### src/rtl/tlb_pkg.sv
package tlb_pkg;
  typedef enum logic [1:0] {
    INV_ALL   = 2'b00,
    INV_VM    = 2'b01,
    INV_AS    = 2'b10,
    INV_RANGE = 2'b11
  } inv_op_e;
endpackage

### src/rtl/tlb_slot_cmp.sv
module tlb_slot_cmp
  import tlb_pkg::*;
#(
  parameter int VPN_W  = 36,
  parameter int ASID_W = 16,
  parameter int VMID_W = 8
) (
  input  logic              valid_i,
  input  logic [VPN_W-1:0]  vpn_i,
  input  logic              ng_i,
  input  logic [ASID_W-1:0] asid_i,
  input  logic [VMID_W-1:0] vmid_i,
  input  logic [VPN_W-1:0]  lk_vpn_i,
  input  logic [ASID_W-1:0] lk_asid_i,
  input  logic [VMID_W-1:0] lk_vmid_i,
  input  inv_op_e           inv_op_i,
  input  logic [VMID_W-1:0] inv_vmid_i,
  input  logic [ASID_W-1:0] inv_asid_i,
  input  logic [VPN_W-1:0]  inv_base_i,
  input  logic [VPN_W-1:0]  inv_limit_i,
  output logic              hit_o,
  output logic              kill_o
);
  logic asid_ok;
  logic sel;

  // global slots skip the process tag
  assign asid_ok = !ng_i || (asid_i == lk_asid_i);
  assign hit_o   = valid_i && (vpn_i == lk_vpn_i) && (vmid_i == lk_vmid_i) && asid_ok;

  always_comb begin
    unique case (inv_op_i)
      INV_ALL:   sel = 1'b1;
      INV_VM:    sel = (vmid_i == inv_vmid_i);
      INV_AS:    sel = ng_i && (asid_i == inv_asid_i) && (vmid_i == inv_vmid_i);
      INV_RANGE: sel = (vpn_i >= inv_base_i) && (vpn_i < inv_limit_i);
      default:   sel = 1'b0;
    endcase
  end

  assign kill_o = valid_i && sel;
endmodule

### src/rtl/tlb_victim_sel.sv
module tlb_victim_sel #(
  parameter int ENTRIES = 16,
  localparam int IDX_W  = $clog2(ENTRIES)
) (
  input  logic               clk_i,
  input  logic               rst_ni,
  input  logic [ENTRIES-1:0] valid_i,
  input  logic               adv_i,
  output logic [IDX_W-1:0]   idx_o
);
  logic [IDX_W-1:0] rr_q;
  logic [IDX_W-1:0] free_idx;
  logic             has_free;

  always_comb begin
    free_idx = '0;
    for (int i = ENTRIES - 1; i >= 0; i--) begin
      if (!valid_i[i]) free_idx = IDX_W'(i);
    end
  end

  assign has_free = !(&valid_i);
  assign idx_o    = has_free ? free_idx : rr_q;

  always_ff @(posedge clk_i or negedge rst_ni) begin
    if (!rst_ni) begin
      rr_q <= '0;
    end else if (adv_i && !has_free) begin
      rr_q <= (rr_q == IDX_W'(ENTRIES - 1)) ? '0 : rr_q + 1'b1;
    end
  end

  p_rr_holds_on_free_r5: assert property (@(posedge clk_i) disable iff (!rst_ni)
    (adv_i && has_free) |=> $stable(rr_q));
  p_rr_steps_on_full_r5: assert property (@(posedge clk_i) disable iff (!rst_ni)
    (adv_i && !has_free) |=> (rr_q != $past(rr_q)));
endmodule

### src/rtl/tlb_array.sv
module tlb_array
  import tlb_pkg::*;
#(
  parameter int ENTRIES = 16,
  parameter int VA_W    = 48,
  parameter int PA_W    = 40,
  parameter int PAGE_W  = 12,
  parameter int ASID_W  = 16,
  parameter int VMID_W  = 8,
  parameter int ATTR_W  = 8,
  localparam int VPN_W  = VA_W - PAGE_W,
  localparam int PPN_W  = PA_W - PAGE_W,
  localparam int IDX_W  = $clog2(ENTRIES)
) (
  input  logic              clk_i,
  input  logic              rst_ni,
  input  logic [VA_W-1:0]   lk_va_i,
  input  logic [ASID_W-1:0] lk_asid_i,
  input  logic [VMID_W-1:0] lk_vmid_i,
  output logic              lk_hit_o,
  output logic [PA_W-1:0]   lk_pa_o,
  output logic [ATTR_W-1:0] lk_attr_o,
  input  logic              fill_i,
  input  logic [VPN_W-1:0]  fill_vpn_i,
  input  logic [PPN_W-1:0]  fill_ppn_i,
  input  logic [ATTR_W-1:0] fill_attr_i,
  input  logic              fill_ng_i,
  input  logic [ASID_W-1:0] fill_asid_i,
  input  logic [VMID_W-1:0] fill_vmid_i,
  input  logic              inv_i,
  input  logic [1:0]        inv_op_i,
  input  logic [VMID_W-1:0] inv_vmid_i,
  input  logic [ASID_W-1:0] inv_asid_i,
  input  logic [VPN_W-1:0]  inv_base_i,
  input  logic [VPN_W-1:0]  inv_limit_i,
  output logic              inv_done_o
);
  logic [ENTRIES-1:0] valid_q;
  logic [ENTRIES-1:0] ng_q;
  logic [VPN_W-1:0]   vpn_q  [ENTRIES];
  logic [PPN_W-1:0]   ppn_q  [ENTRIES];
  logic [ATTR_W-1:0]  attr_q [ENTRIES];
  logic [ASID_W-1:0]  asid_q [ENTRIES];
  logic [VMID_W-1:0]  vmid_q [ENTRIES];

  logic [ENTRIES-1:0] hit_vec;
  logic [ENTRIES-1:0] kill_vec;
  logic [IDX_W-1:0]   vic_idx;
  logic               fill_ok;
  logic               done_q;
  logic [PPN_W-1:0]   ppn_sel;
  logic [ATTR_W-1:0]  attr_sel;
  inv_op_e            op;

  assign op      = inv_op_e'(inv_op_i);
  // reserved process tag never labels a per-process mapping
  assign fill_ok = fill_i && !inv_i && !(fill_ng_i && (fill_asid_i == '0));

  for (genvar g = 0; g < ENTRIES; g++) begin : g_slot
    tlb_slot_cmp #(.VPN_W(VPN_W), .ASID_W(ASID_W), .VMID_W(VMID_W)) u_cmp (
      .valid_i    (valid_q[g]),
      .vpn_i      (vpn_q[g]),
      .ng_i       (ng_q[g]),
      .asid_i     (asid_q[g]),
      .vmid_i     (vmid_q[g]),
      .lk_vpn_i   (lk_va_i[VA_W-1:PAGE_W]),
      .lk_asid_i  (lk_asid_i),
      .lk_vmid_i  (lk_vmid_i),
      .inv_op_i   (op),
      .inv_vmid_i (inv_vmid_i),
      .inv_asid_i (inv_asid_i),
      .inv_base_i (inv_base_i),
      .inv_limit_i(inv_limit_i),
      .hit_o      (hit_vec[g]),
      .kill_o     (kill_vec[g])
    );
  end

  tlb_victim_sel #(.ENTRIES(ENTRIES)) u_victim (
    .clk_i  (clk_i),
    .rst_ni (rst_ni),
    .valid_i(valid_q),
    .adv_i  (fill_ok),
    .idx_o  (vic_idx)
  );

  // AND-OR read mux
  always_comb begin
    ppn_sel  = '0;
    attr_sel = '0;
    for (int i = 0; i < ENTRIES; i++) begin
      ppn_sel  |= ppn_q[i]  & {PPN_W{hit_vec[i]}};
      attr_sel |= attr_q[i] & {ATTR_W{hit_vec[i]}};
    end
  end

  assign lk_hit_o  = |hit_vec;
  assign lk_pa_o   = {ppn_sel, lk_va_i[PAGE_W-1:0]};
  assign lk_attr_o = attr_sel;

  always_ff @(posedge clk_i or negedge rst_ni) begin
    if (!rst_ni) begin
      valid_q <= '0;
      ng_q    <= '0;
      for (int i = 0; i < ENTRIES; i++) begin
        vpn_q[i]  <= '0;
        ppn_q[i]  <= '0;
        attr_q[i] <= '0;
        asid_q[i] <= '0;
        vmid_q[i] <= '0;
      end
    end else if (inv_i) begin
      valid_q <= valid_q & ~kill_vec;
    end else if (fill_ok) begin
      valid_q[vic_idx] <= 1'b1;
      ng_q[vic_idx]    <= fill_ng_i;
      vpn_q[vic_idx]   <= fill_vpn_i;
      ppn_q[vic_idx]   <= fill_ppn_i;
      attr_q[vic_idx]  <= fill_attr_i;
      asid_q[vic_idx]  <= fill_asid_i;
      vmid_q[vic_idx]  <= fill_vmid_i;
    end
  end

  always_ff @(posedge clk_i or negedge rst_ni) begin
    if (!rst_ni) done_q <= 1'b0;
    else         done_q <= inv_i;
  end
  assign inv_done_o = done_q;

  p_hit_needs_entry_r2: assert property (@(posedge clk_i) disable iff (!rst_ni)
    lk_hit_o |-> (|valid_q));
  p_reserved_fill_r4: assert property (@(posedge clk_i) disable iff (!rst_ni)
    (fill_i && !inv_i && fill_ng_i && (fill_asid_i == '0)) |=> $stable(valid_q));
  p_fill_grows_r5: assert property (@(posedge clk_i) disable iff (!rst_ni)
    (fill_ok && !(&valid_q)) |=> ($countones(valid_q) == $past($countones(valid_q)) + 1));
  p_flush_all_r6: assert property (@(posedge clk_i) disable iff (!rst_ni)
    (inv_i && (inv_op_i == 2'b00)) |=> (valid_q == '0));
  p_inv_blocks_fill_r10: assert property (@(posedge clk_i) disable iff (!rst_ni)
    inv_i |=> ($countones(valid_q) <= $past($countones(valid_q))));
  p_done_after_cmd_r11: assert property (@(posedge clk_i) disable iff (!rst_ni)
    inv_i |=> inv_done_o);
  p_done_single_r11: assert property (@(posedge clk_i) disable iff (!rst_ni)
    !inv_i |=> !inv_done_o);
endmodule

### config.mk
export PLATFORM = sky130hd
export DESIGN_NAME = tlb_array
export DESIGN_NICKNAME = d
export VERILOG_FILES = /design/src/rtl/tlb_pkg.sv /design/src/rtl/tlb_slot_cmp.sv /design/src/rtl/tlb_victim_sel.sv /design/src/rtl/tlb_array.sv
export SDC_FILE = /design/constraint.sdc
export NUM_CORES = 2
export LEC_CHECK = 0
export CAP_MARGIN = 20
export CORE_UTILIZATION = 63
export DETAILED_ROUTE_END_ITERATION = 7
export GPL_ROUTABILITY_DRIVEN = 0
export GPL_TIMING_DRIVEN = 0
export PLACE_DENSITY = 0.86
export SLEW_MARGIN = 10
export SYNTH_ARGS = -nofsm -noshare
export SYNTH_HDL_FRONTEND = slang
export SYNTH_SLANG_ARGS = --single-unit
### constraint.sdc
create_clock -name clk_i -period 2.8 [get_ports clk_i]
set_input_delay 0.28 -clock clk_i [delete_from_list [all_inputs] [get_ports clk_i]]
set_output_delay 0.28 -clock clk_i [all_outputs]
set_load 0.02 [all_outputs]
==> metrics.csv, run 1 <==
metric,value,unit
status,did not finish,
failing_step,5_1_grt,
stop_error,[ERROR GRT-0232] Routing congestion too high. Check the congestion heatmap in the GUI.,
ys_warn_count,0,
initial_core_util,0.635,
synth_cell_types,81,
port_buffers,222,
synth_cells,8841,
dp_hpwl,331000,µm
ys.flop_type,dfrtp_1,
synth-edff-count,0,
cts_buffers,166,
syn-num-nets,10200,
clockBufferDepth,3,
fp-row-count,147,
async_flop_share,1.00,
pin_count,321,
grt_usage,0.768,
cts_sinks,1573,
htreeDepth,4,
syn-mean-instance-area,11.5,µm²
die_y,405,µm
dp_slack,-3.12,ns
die_width,405,µm
ys_seq_elements,1573,
grt-ovfl-total,633,
ctsRootBufferMaster,clkbuf_16,
grt_max_degree,181,
syn_area,102000,µm²
synth.yosys.seq_area_share,0.386,
## per-stage QoR
| step | TNS [ns] | cells | utilization | hold WS [ns] | cell area, µm² |
|---|---|---|---|---|---|
| after CTS | -698.22 | 11800 | 0.733 | 0.144 | 118000 |
| after global placement | - | 11200 | 0.666 | 0.486 | 107000 |
| after floorplan | 0 | 8841 | - | -0.0156 | 102000 |
| after detailed placement | -1783.30 | 11300 | 0.672 | 0.179 | 108000 |
## logic make-up after synthesis
group	count (synthesis)	share of synthesized area
buf+inv	657	0.0286
xor+xnor	1295	0.111
compound gates	1418	0.0985
mux	1535	0.169
simple gates	1226	0.0675
flops	1573	0.386
fa+ha+maj	1137	0.139
## timing repair
item,4_1_cts
cloned,5
setup buffers,164
gates resized for setup,646
hold buffers,5
hold endpoints to repair,509
pin swaps,101
setup endpoints to repair,1605
## routing by layer
layer	track usage	GRT overflow
met1	0.754	53
met3	0.704	81
met2	0.875	290
met4	0.719	201
met5	0.583	8
## Yosys cell counts (115+ instances only)
cell | instances | area (µm²)
nand4_1 | 348 | 2180
a21oi_1 | 304 | 1520
nor4_1 | 259 | 1620
ha_1 | 1137 | 14200
buf_2 | 281 | 1410
nand2_1 | 159 | 597
a221oi_1 | 158 | 1380
xnor2_1 | 413 | 3620
o21ai_0 | 212 | 1060
a21o_1 | 231 | 1730
inv_1 | 154 | 578
xor2_1 | 882 | 7720
a22o_1 | 148 | 1300
dfrtp_1 | 1573 | 39400
nor2_1 | 115 | 432
mux2_2 | 1528 | 17200
clkbuf_1 | 172 | 646
==> run 2: changes to the inputs <==
CORE_UTILIZATION = 40   (was 63)
PLACE_DENSITY = default   (was 0.86)
PLACE_DENSITY_LB_ADDON = 0.15   (was default)
==> run 2 against run 1 <==
  * The flow now finishes, with violations (design-rule violations, negative setup slack)
  * Synthesized cell count unchanged
  * Synthesized area unchanged
==> metrics.csv, run 2 <==
metric,value,unit,change
clockPowerShare,0.345,,
cp.depth,12,,
tightest_slew,1.44,ns,
htreeDepth,4,,unchanged
status,"finished, violations left",,
violations,"design-rule violations, negative setup slack",,
final.min_clock_period,5.28,ns,
cts_tree,yes,,
synth_top_cell_area_share,0.386,,unchanged
critical_path_required,2.52,ns,
power,76600,µW,
fin_util,0.489,,
p_sw_frac,0.357,,
p_switching,27300,µW,
dp.cells,12500,,+11%
cap_violations,0,,
seqPwrFrac,0.391,,
cp_data_arrival_time,5.00,ns,
pin_count,321,,unchanged
ys.flop_type,dfrtp_1,,
grt_pass1_vias,83200,,
grt_first_pass_wirelength,728000,µm,
hold_path_class,in -> reg,,
dr_total_vias,87400,,
ys_seq_elements,1573,,unchanged
antenna_found_initial,70,,
coreArea,254000,µm²,
synth_cell_types,81,,unchanged
grt_usage,0.417,,
worst_setup_path_end_kind,primary output,,
die_y,507,µm,+25%
syn-mean-instance-area,11.5,µm²,unchanged
fp-row-count,185,,+26%
die_width,507,µm,+25%
dp_hpwl,393000,µm,+19%
finalSetupViolCount,1605,,
timing.critical_path.slowest_cell_delay,0.74,ns,
syn-num-nets,10200,,unchanged
final-hold-violation-count,0,,
cp_max_fo,5,,
slew_violations,0,,
reg2regPathDepth,18,,
place_area,111000,µm²,+2.6%
rsz0062_at_grt,true,,
min-delay-start,fill_ppn_i[5],,
ff_latch_area,39400,µm²,
ir_drop,0.000586,V,
yosys-top-cells-area,"dfrtp_1 (39%), mux2_2 (17%), ha_1 (14%)",,
multi_input_area,62200,µm²,
relSlewSlack,0.0396,,
critPathKind,reg -> out,,
cts_buffers,189,,+14%
synth-edff-count,0,,unchanged
max_freq,189,MHz,
final_common_cell,dfrtp_1,,
initial_core_util,0.402,,-0.233
p_leak,0.0607,µW,
synth.yosys.seq_area_share,0.386,,unchanged
yosysTopAreaCell,dfrtp_1,,
power_frac_comb,0.264,,
cp_num_buf_inv,4,,
rrSetupSlack,-1.08,ns,
routed_wl,548000,µm,
p_int,49300,µW,
largest_register_ffs,576,,
powerDensity,617,nW/µm²,
syn_area,102000,µm²,unchanged
grt_max_degree,165,,
async_flop_share,1.00,,unchanged
areaGrowthSynthToFinish,21.5,%,
cp_slowest_cell,xnor2_2,,
skew,0.103,ns,
ctsRootBufferMaster,clkbuf_16,,
crit_family,simple AND/OR/NAND/NOR gates,,
startpoint_type,flip-flop,,
die_area,257000,µm²,
startpoint,vpn_q[508],,
avgViaCountPerCell,6.65,,
drive_above_1_share,0.302,,
route.antenna.remaining_nets,0,,
first_iter_violations,12400,,
grt-ovfl-total,0,,
regToRegStartpoint,valid_q[10],,
fin_ws,-2.48,ns,
reg_top3,"vpn_q (576), ppn_q (448), asid_q (256)",,
synth_common_cells,"dfrtp_1 (1,573), mux2_2 (1,528), ha_1 (1,137), xor2_1 (882), xnor2_1 (413)",,
yosysMostFrequentCell,dfrtp_1,,
fillerInstances,22600,,
r2r_end,vpn_q[215],,
clockBufferDepth,3,,unchanged
path_cells,xnor2_2 > nand4_1 > nor4_2 > nand4_1 > a21oi_4 > buf_12 > buf_4 > buf_4 > a22o_1 > a221oi_1 > nand4_1 > buf_4,,
drc_errors,16,,
clk_pin_slew,0.06,ns,
firstDrtPassIters,8,,
dp_slack,-3.52,ns,-0.403 ns
port_buffers,222,,unchanged
ys_warn_count,0,,unchanged
synth_cells,8841,,unchanged
layout.cells.non_filler,13100,,
insertion_delay,0.93,ns,
cp-endpoint,lk_pa_o[39],,
cts_sinks,1573,,unchanged
period_share,1.89,,
nets,11000,,
wl_per_cell,41.7,µm,
design_area,124000,µm²,
regMostFlops,vpn_q,,
final_cell_mix,"dfrtp_1 (1,532), mux2_2 (1,477), ha_1 (1,134), xor2_1 (873), nand4_1 (348)",,
[run 2: cell counts after synthesis]
No cell type changed its count.
[run 2: layout make-up]
cell class | instances | area share
Tap cell | 3366 | 0.0339
Clock inverter | 69 | 0.00857
Buffer | 496 | 0.0292
Timing Repair Buffer | 566 | 0.0590
Sequential cell | 1573 | 0.318
Inverter | 155 | 0.00507
Antenna cell | 43 | 0.000867
Multi-Input combinational cell | 6611 | 0.501
Clock buffer | 269 | 0.0443
[run 2: through the flow]
step                      setup TNS [ns]  hold slack, ns
after floorplan                        0         -0.0156
after global placement                 -           0.486
after detailed placement        -2259.22           0.203
after CTS                        -785.08           0.110
after global routing            -1418.82           0.184
final                           -1363.54           0.163
[run 2: metal layers]
| metal | global-route usage | routed length, µm | vias up |
|---|---|---|---|
| met2 | 0.552 | 210000 | 6354 |
| li1 | - | - | 34500 |
| met4 | 0.301 | 49200 | 56 |
| met3 | 0.209 | 79200 | 1782 |
| met5 | 0.0574 | 2200 | - |
| met1 | 0.511 | 207000 | 44700 |
[run 2: timing repair]
item                                     CTS  global route
pin swaps                                 97            70
endpoints found under the setup margin  1605          2181
endpoints found under the hold margin    306             0
resized for setup                        750           344
hold buffers                               5             0
gates cloned                               6            10
buffers inserted                         141            49
[run 2: kinds of logic after synthesis]
logic type,after synthesis,share of synthesized area
DFF,1573,0.386
AOI/OAI and AO/OA,1418,0.0985
muxes,1535,0.169
xor gates and xnor gates,1295,0.111
adders and majority gates,1137,0.139
buffers and inverters,657,0.0286
and+or+nand+nor,1226,0.0675
[run 2: worst min path at each step]
stage,endpoint,cells after the start,slack [ns]
global route,ppn_q[237],2,0.18
detailed placement,vpn_q[343],1,0.20
floorplan,asid_q[0],0,-0.02
global placement,attr_q[111],1,0.49
CTS,ppn_q[237],2,0.11
finish,ppn_q[117],2,0.16
[run 2: power groups by stage]
stage	combinational [µW]	sequential [µW]	clock, µW
floorplan	10900	28300	0
global placement	16600	29900	0
detailed placement	17700	29900	0
CTS	18700	29600	26400
global route	20900	30100	27300
finish	20300	29900	26400
Power figures use the tool's default switching activity.
